$ cat src/rtl/bcd_rtc_pkg.sv
package bcd_rtc_pkg;

   localparam int NFIELD = 7;
   localparam int F_SEC  = 0;
   localparam int F_MIN  = 1;
   localparam int F_HOUR = 2;
   localparam int F_DAY  = 3;
   localparam int F_MON  = 4;
   localparam int F_YEAR = 5;
   localparam int F_WDAY = 6;

   typedef logic [NFIELD-1:0][7:0] rtc_time_t;

   localparam rtc_time_t RESET_TIME = {8'h06, 8'h00, 8'h01, 8'h01, 8'h00, 8'h00, 8'h00};

   function automatic logic [7:0] field_mask(input logic [2:0] idx);
      case (idx)
         3'd0, 3'd1: return 8'h7F;
         3'd2, 3'd3: return 8'h3F;
         3'd4:       return 8'h1F;
         3'd5:       return 8'hFF;
         3'd6:       return 8'h07;
         default:    return 8'h00;
      endcase
   endfunction

   function automatic logic [7:0] bcd_inc(input logic [7:0] v);
      if (v[3:0] >= 4'd9) return {v[7:4] + 4'd1, 4'd0};
      return v + 8'd1;
   endfunction

   function automatic logic leap_year(input logic [7:0] y);
      logic [5:0] s;
      s = {1'b0, y[7:4], 1'b0} + {2'b00, y[3:0]};
      return (s[1:0] == 2'b00);
   endfunction

   function automatic logic [7:0] month_days(input logic [7:0] m, input logic [7:0] y);
      case (m)
         8'h02:                      return leap_year(y) ? 8'h29 : 8'h28;
         8'h04, 8'h06, 8'h09, 8'h11: return 8'h30;
         default:                    return 8'h31;
      endcase
   endfunction

endpackage

$ cat src/rtl/rtc_prescaler.sv
module rtc_prescaler #(
   parameter int TICKS_PER_SEC = 32768
) (
   input  logic clk,
   input  logic rst_n,
   input  logic tick,
   input  logic run,
   output logic sec_pulse
);

   if (TICKS_PER_SEC < 1) begin : g_bad
      $error("TICKS_PER_SEC must be at least 1");
   end

   if (TICKS_PER_SEC == 1) begin : g_direct
      assign sec_pulse = tick & run;
   end else begin : g_count
      localparam int CW = $clog2(TICKS_PER_SEC);
      localparam logic [CW-1:0] LAST = CW'(TICKS_PER_SEC - 1);
      logic [CW-1:0] cnt_q;

      always_ff @(posedge clk or negedge rst_n) begin
         if (!rst_n)          cnt_q <= '0;
         else if (tick && run) cnt_q <= (cnt_q == LAST) ? '0 : cnt_q + 1'b1;
      end

      assign sec_pulse = tick && run && (cnt_q == LAST);
   end


   pulse_gated_chk: assert property (@(posedge clk) disable iff (!rst_n)
      sec_pulse |-> (tick && run));

endmodule

$ cat src/rtl/rtc_calendar.sv
module rtc_calendar
   import bcd_rtc_pkg::*;
(
   input  logic      clk,
   input  logic      rst_n,
   input  logic      adv,
   input  logic      load_en,
   input  logic [2:0] load_idx,
   input  logic [7:0] load_val,
   output rtc_time_t now
);

   rtc_time_t now_q, nxt;
   logic [7:0] lv;
   logic c_min, c_hr, c_day, c_mon, c_yr;

   always_comb begin
      lv = load_val & field_mask(load_idx);
      if (load_idx == 3'(F_WDAY) && lv == 8'h07) lv = 8'h00;
   end

   always_comb begin
      nxt   = now_q;
      c_min = 1'b0;
      c_hr  = 1'b0;
      c_day = 1'b0;
      c_mon = 1'b0;
      c_yr  = 1'b0;
      if (load_en) begin
         nxt[load_idx] = lv;
      end else if (adv) begin
         c_min = (now_q[F_SEC] >= 8'h59);
         nxt[F_SEC] = c_min ? 8'h00 : bcd_inc(now_q[F_SEC]);
         if (c_min) begin
            c_hr = (now_q[F_MIN] >= 8'h59);
            nxt[F_MIN] = c_hr ? 8'h00 : bcd_inc(now_q[F_MIN]);
         end
         if (c_hr) begin
            c_day = (now_q[F_HOUR] >= 8'h23);
            nxt[F_HOUR] = c_day ? 8'h00 : bcd_inc(now_q[F_HOUR]);
         end
         if (c_day) begin
            nxt[F_WDAY] = (now_q[F_WDAY] >= 8'h06) ? 8'h00 : now_q[F_WDAY] + 8'd1;
            c_mon = (now_q[F_DAY] >= month_days(now_q[F_MON], now_q[F_YEAR]));
            nxt[F_DAY] = c_mon ? 8'h01 : bcd_inc(now_q[F_DAY]);
         end
         if (c_mon) begin
            c_yr = (now_q[F_MON] >= 8'h12);
            nxt[F_MON] = c_yr ? 8'h01 : bcd_inc(now_q[F_MON]);
         end
         if (c_yr) begin
            nxt[F_YEAR] = (now_q[F_YEAR] >= 8'h99) ? 8'h00 : bcd_inc(now_q[F_YEAR]);
         end
      end
   end

   always_ff @(posedge clk or negedge rst_n) begin
      if (!rst_n) now_q <= RESET_TIME;
      else        now_q <= nxt;
   end

   assign now = now_q;


   sec_wrap_chk: assert property (@(posedge clk) disable iff (!rst_n)
      (adv && !load_en && now_q[F_SEC] == 8'h59) |=> (now_q[F_SEC] == 8'h00));


   wday_range_chk: assert property (@(posedge clk) disable iff (!rst_n)
      now_q[F_WDAY] != 8'h07);

endmodule

$ cat src/rtl/rtc_snapshot.sv
module rtc_snapshot
   import bcd_rtc_pkg::*;
(
   input  logic      clk,
   input  logic      rst_n,
   input  logic      req_rise,
   input  logic      adv,
   input  rtc_time_t live,
   output rtc_time_t shadow
);

   logic      pend_q;
   logic      take;
   rtc_time_t shadow_q;

   assign take = pend_q && !adv;

   always_ff @(posedge clk or negedge rst_n) begin
      if (!rst_n) begin
         pend_q   <= 1'b0;
         shadow_q <= RESET_TIME;
      end else begin
         if (take) shadow_q <= live;
         if (req_rise)  pend_q <= 1'b1;
         else if (take) pend_q <= 1'b0;
      end
   end

   assign shadow = shadow_q;


   capture_value_chk: assert property (@(posedge clk) disable iff (!rst_n)
      (pend_q && !adv) |=> (shadow_q == $past(live)));


   pend_clear_chk: assert property (@(posedge clk) disable iff (!rst_n)
      (pend_q && !adv && !req_rise) |=> !pend_q);

endmodule

$ cat src/rtl/bcd_rtc_regs.sv
module bcd_rtc_regs
   import bcd_rtc_pkg::*;
#(
   parameter int ADDR_W        = 4,
   parameter int TICKS_PER_SEC = 32768,
   parameter int TIME_BASE     = 0,
   parameter int CTRL_ADDR     = 8,
   parameter int STAT_ADDR     = 9
) (
   input  logic              clk,
   input  logic              rst_n,
   input  logic              tick,
   input  logic [ADDR_W-1:0] reg_addr,
   input  logic              reg_wr,
   input  logic [7:0]        reg_wdata,
   input  logic [6:0]        flag_set,
   output logic [7:0]        reg_rdata
);

   localparam int SPAN = 1 << ADDR_W;

   if (TIME_BASE + NFIELD > SPAN || CTRL_ADDR >= SPAN || STAT_ADDR >= SPAN) begin : g_range
      $error("register map does not fit ADDR_W");
   end
   if ((CTRL_ADDR >= TIME_BASE && CTRL_ADDR < TIME_BASE + NFIELD) ||
       (STAT_ADDR >= TIME_BASE && STAT_ADDR < TIME_BASE + NFIELD) ||
       CTRL_ADDR == STAT_ADDR) begin : g_overlap
      $error("register map overlaps");
   end

   logic [ADDR_W-1:0] offs;
   logic              is_time, is_ctrl, is_stat;
   logic [2:0]        idx;
   logic              halt_q, get_q, rsel_q;
   logic [6:0]        stat_q, stat_clr;
   logic              adv, load_en, req_rise;
   rtc_time_t         live, shadow, src;

   assign offs    = reg_addr - ADDR_W'(TIME_BASE);
   assign is_time = (offs < ADDR_W'(NFIELD));
   assign idx     = offs[2:0];
   assign is_ctrl = (reg_addr == ADDR_W'(CTRL_ADDR));
   assign is_stat = (reg_addr == ADDR_W'(STAT_ADDR));

   assign load_en  = reg_wr && is_time && halt_q;
   assign req_rise = reg_wr && is_ctrl && reg_wdata[6] && !get_q;

   always_ff @(posedge clk or negedge rst_n) begin
      if (!rst_n) begin
         halt_q <= 1'b0;
         get_q  <= 1'b0;
         rsel_q <= 1'b0;
      end else if (reg_wr && is_ctrl) begin
         halt_q <= reg_wdata[0];
         get_q  <= reg_wdata[6];
         rsel_q <= reg_wdata[7];
      end
   end

   assign stat_clr = (reg_wr && is_stat) ? reg_wdata[7:1] : 7'd0;

   always_ff @(posedge clk or negedge rst_n) begin
      if (!rst_n) stat_q <= '0;
      else        stat_q <= (stat_q & ~stat_clr) | flag_set;
   end

   rtc_prescaler #(.TICKS_PER_SEC(TICKS_PER_SEC)) presc_i (
      .clk      (clk),
      .rst_n    (rst_n),
      .tick     (tick),
      .run      (!halt_q),
      .sec_pulse(adv)
   );

   rtc_calendar cal_i (
      .clk     (clk),
      .rst_n   (rst_n),
      .adv     (adv),
      .load_en (load_en),
      .load_idx(idx),
      .load_val(reg_wdata),
      .now     (live)
   );

   rtc_snapshot snap_i (
      .clk     (clk),
      .rst_n   (rst_n),
      .req_rise(req_rise),
      .adv     (adv),
      .live    (live),
      .shadow  (shadow)
   );

   assign src = rsel_q ? shadow : live;

   always_comb begin
      if (is_time)      reg_rdata = src[idx];
      else if (is_ctrl) reg_rdata = {rsel_q, get_q, 5'd0, halt_q};
      else if (is_stat) reg_rdata = {stat_q, 1'b0};
      else              reg_rdata = 8'h00;
   end


   halt_hold_chk: assert property (@(posedge clk) disable iff (!rst_n)
      (halt_q && !load_en) |=> $stable(live));


   run_nowrite_chk: assert property (@(posedge clk) disable iff (!rst_n)
      (!halt_q && !adv) |=> $stable(live));


   flag_set_chk: assert property (@(posedge clk) disable iff (!rst_n)
      (|flag_set) |=> ((stat_q & $past(flag_set)) == $past(flag_set)));

endmodule

$ cat config.mk
export PLATFORM = sky130hd
export DESIGN_NAME = bcd_rtc_regs
export DESIGN_NICKNAME = d
export VERILOG_FILES = /design/src/rtl/bcd_rtc_pkg.sv /design/src/rtl/rtc_prescaler.sv /design/src/rtl/rtc_calendar.sv /design/src/rtl/rtc_snapshot.sv /design/src/rtl/bcd_rtc_regs.sv
export SDC_FILE = /design/constraint.sdc
export NUM_CORES = 1
export LEC_CHECK = 0
export ABC_AREA = 1
export ABC_CLOCK_PERIOD_IN_PS = 3000
export BUFFER_PORTS_ARGS = -buffer_cell sky130_fd_sc_hd__buf_4
export CORE_MARGIN = 1.5
export CORE_UTILIZATION = 45
export DETAILED_ROUTE_END_ITERATION = 10
export PLACE_DENSITY = 0.68
export RECOVER_POWER = 25
export SLEW_MARGIN = 30
export SYNTH_ARGS = -nofsm -noshare
export SYNTH_HDL_FRONTEND = slang
export SYNTH_HIERARCHICAL = 1
export SYNTH_SLANG_ARGS = --single-unit
$ cat constraint.sdc
create_clock -name clk -period 3 [get_ports clk]
set_input_delay 0.75 -clock clk [delete_from_list [all_inputs] [get_ports clk]]
set_output_delay 0.75 -clock clk [all_outputs]
set_load 0.05 [all_outputs]
==> reports/qor.csv <==
metric,value,unit
"Hold Vio Cnt, Final",0,
"Arr. time, crit path",2150,ps
max-cap viol count,1,
I/O Pins,31,
initial core utilization,45.54,%
Routed Antenna Nets,0,
Synth warnings,6,
die height,148.4,um
routed vias/inst,5.209,
vias in the first global route,8486,
asr flop ratio synth,100.0,%
Critical Path Max Stage Delay,220,ps
Most used DFF post-synth,dfrtp_1,
failing checks,"capacitance limit, slew limit",
gr usage total,26.34,%
port bufs,30,
final wirelength,27520,um
"Seq/Total Area, Yosys",36.41,%
CTS tree,done,
Critical Path RT,2250,ps
Buf/Inv on CP,4,
Yosys top cell area share,34.20,%
minimum clock period,2901,ps
die area,22020,um^2
syn_nets,1444,
DRT Pass-1 Iters,6,
worst min-delay path class,input pin to async pin,
clock sink total,138,
initial antenna violation count,0,
syn_area_per_cell,6.878,um^2
Placer Congestion,0.9787,
relative slew slack,-1.826,%
overall power,6558,uW
global-route wire length before repair,45240,um
Worst-path clk slew,60,ps
VDD IR-drop max,0.4189,mV
number of flops mapped to enable cells by yosys,0,
worst skew pair latency,440,ps
CP max FO,16,
DPL Wire Length,20020,um
Final Setup Violations,0,
P&R area growth vs syn,11.85,%
Worst Tran Pin Value,1527,ps
placed cell areas,10060,um^2
critical path type,input pin to output port,
cts-stage hold buffer count,0,
Syn Inst Count,1383,
crit-path cells,buf_6 > inv_1 > nor2_4 > buf_4 > nand3_1 > nand2_1 > nor2_1 > nor2_1 > nand2_1 > nand2_1 > buf_4,
Leak,0.005674,uW
global route total overflow,0,
layout cells sized above 1,11.92,%
H-tree levels,4,
Cell Pwr Density,616.4,nW/um^2
"Slowest-stage cell, CP",nor2_4,
"top cells by area, synth","dfrtp_1 (34%), nand2_1 (19%), nand3_1 (9.4%)",
CP startpoint kind,input pin,
Worst Skew,13.91,ps
Yosys top cell by area,dfrtp_1,
pins over their slew limit,61,
"FF+latch count, synth",138,
row cnt,53,
final period utilization,96.69,%
Inserted Clock Buffers,17,
DR WL/cell,16.10,um
Root Driver,clkbuf_16,
Die X,148.4,um
synthesized area,9513,um^2
1st-iter DRT viols,683,
status,"finished, violations left",
# diodes,0,
fin area,10640,um^2
most frequent CP cell,nand2_1,
"CP delay by family, top",simple AND/OR/NAND/NOR gates,
distinct cell type count after synthesis,50,
CTS Buffer Depth,2,
FMAX,344.8,MHz
via count,8902,
residual DRC count,0,
pin count of the biggest net entering global routing,61,
Critical Path End Type,output port,
final net count,1482,
Core Area,20890,um^2
-- cell usage after synthesis (2+ instances only) --
cell type and number:
nor3b_1 2, nor3_1 12, nand3_4 2, dfrtp_1 130, nand2_4 4, nand2_2 8, a21oi_1 24, clkbuf_1 3
nand3_1 178, nand4_4 3, o21bai_1 2, a21o_1 6, nor2_8 4, o21ai_1 9, xor2_1 14, nand3b_1 2
nor2_1 105, o21ai_2 6, inv_1 194, nand2_1 483, inv_2 10, ha_1 38, dfstp_2 8, nand4_1 18
buf_6 6, nor2_4 4, xnor2_1 4, nor2_2 6, nand3_2 8, buf_4 11, buf_2 24, o211ai_1 7
o21ai_0 31
-- where the power goes --
part           total (uW)  internal, uW  switching, uW
logic                1980           685           1290
registers            2550          2170            378
clock network        2030          1090            944
-- what timing repair did --
item	4_1_cts	5_1_grt
gates resized for setup	0	4
endpoints found under the setup margin	0	4
setup buffers	0	5
-- cells by family after synthesis --
kind of cell    share of synthesized area, %
simple gates                           39.62
compound gates                         5.919
fa+ha+maj                              4.998
xor+xnor                               1.657
buf+inv                                11.40
flops                                  36.41
-- final cells by class --
| class | instances | area (um^2) |
|---|---|---|
| fill | 2131 | 10250 |
| multi-input combinational | 992 | 4972 |
| sequential | 138 | 3466 |
| inverter | 207 | 784.5 |
| timing repair buffer | 65 | 514.2 |
| clock buffer | 17 | 425.4 |
| tap | 275 | 344.1 |
| clock inverter | 15 | 133.9 |
-- state kept, by name, indices dropped and copies added (netlist names) --
register / flops
rsel_q: 1
cal_i/now: 56
stat_q: 7
presc_i/g_count.cnt_q: 15
get_q: 1
halt_q: 1
snap_i/shadow: 56
snap_i/pend_q: 1
-- path summary, 6_finish.rpt --
check / from / end / slack [ps] / depth (start not counted)
worst min register to register: snap_i/shadow[49]$_DFFE_PN1P_ / snap_i/shadow[49]$_DFFE_PN1P_ / 460 / 2
worst max-delay path: reg_addr[1] / reg_rdata[4] / 100 / 11
worst min-delay path: rst_n / snap_i/shadow[31]$_DFFE_PN0P_ / 370 / 1
max in group asynchronous: rst_n / snap_i/shadow[6]$_DFFE_PN0P_ / 660 / 2
min in group clk: snap_i/shadow[49]$_DFFE_PN1P_ / snap_i/shadow[49]$_DFFE_PN1P_ / 460 / 2
worst max register to register: cal_i/now[32]$_DFFE_PN1P_ / cal_i/now[45]$_DFFE_PN0P_ / 290 / 16
-- layout by cell type, fill, tap and decap left out, drive strengths merged, types with 2 or more instances in the layout --
master,synthesis,final
dfstp,8,8
dfrtp,130,130
a21boi,2,2
xor2,14,14
clkinvlp,0,4
clkbuf,3,19
o21ai,46,46
a21o,6,6
ha,38,38
nor3,13,13
o211ai,7,7
xnor2,4,4
clkinv,1,5
nand3,188,188
nor2,119,119
nand2,495,495
nand3b,2,2
o21bai,2,2
nor3b,2,2
nand4,21,21
a21oi,25,25
inv,206,213
buf,43,63
-- routing by layer --
layer | track usage, % | part of all wire (%) | up-vias | wire, um
met5 | 0 | 0 | - | 0
met1 | 36.78 | 45 | 4168 | 12510
met4 | 7.574 | 2.1 | 0 | 566
met2 | 41.68 | 46 | 303 | 12620
li1 | - | - | 4389 | -
met3 | 5.000 | 6.6 | 42 | 1821
-- through the flow --
stage	utilization (%)	std cells	hold slack [ps]	TNS, ps	setup slack (ps)
global placement	48.15	1672	451.1	0	138.0
finish	50.94	1709	366.9	0	99.44
CTS	50.83	1704	130.1	0	95.20
floorplan	-	1383	436.6	0	394.8
detailed placement	48.15	1672	457.5	0	108.8
global route	50.94	1709	461.3	-1.221	-1.221
Power figures use the tool's default switching activity.
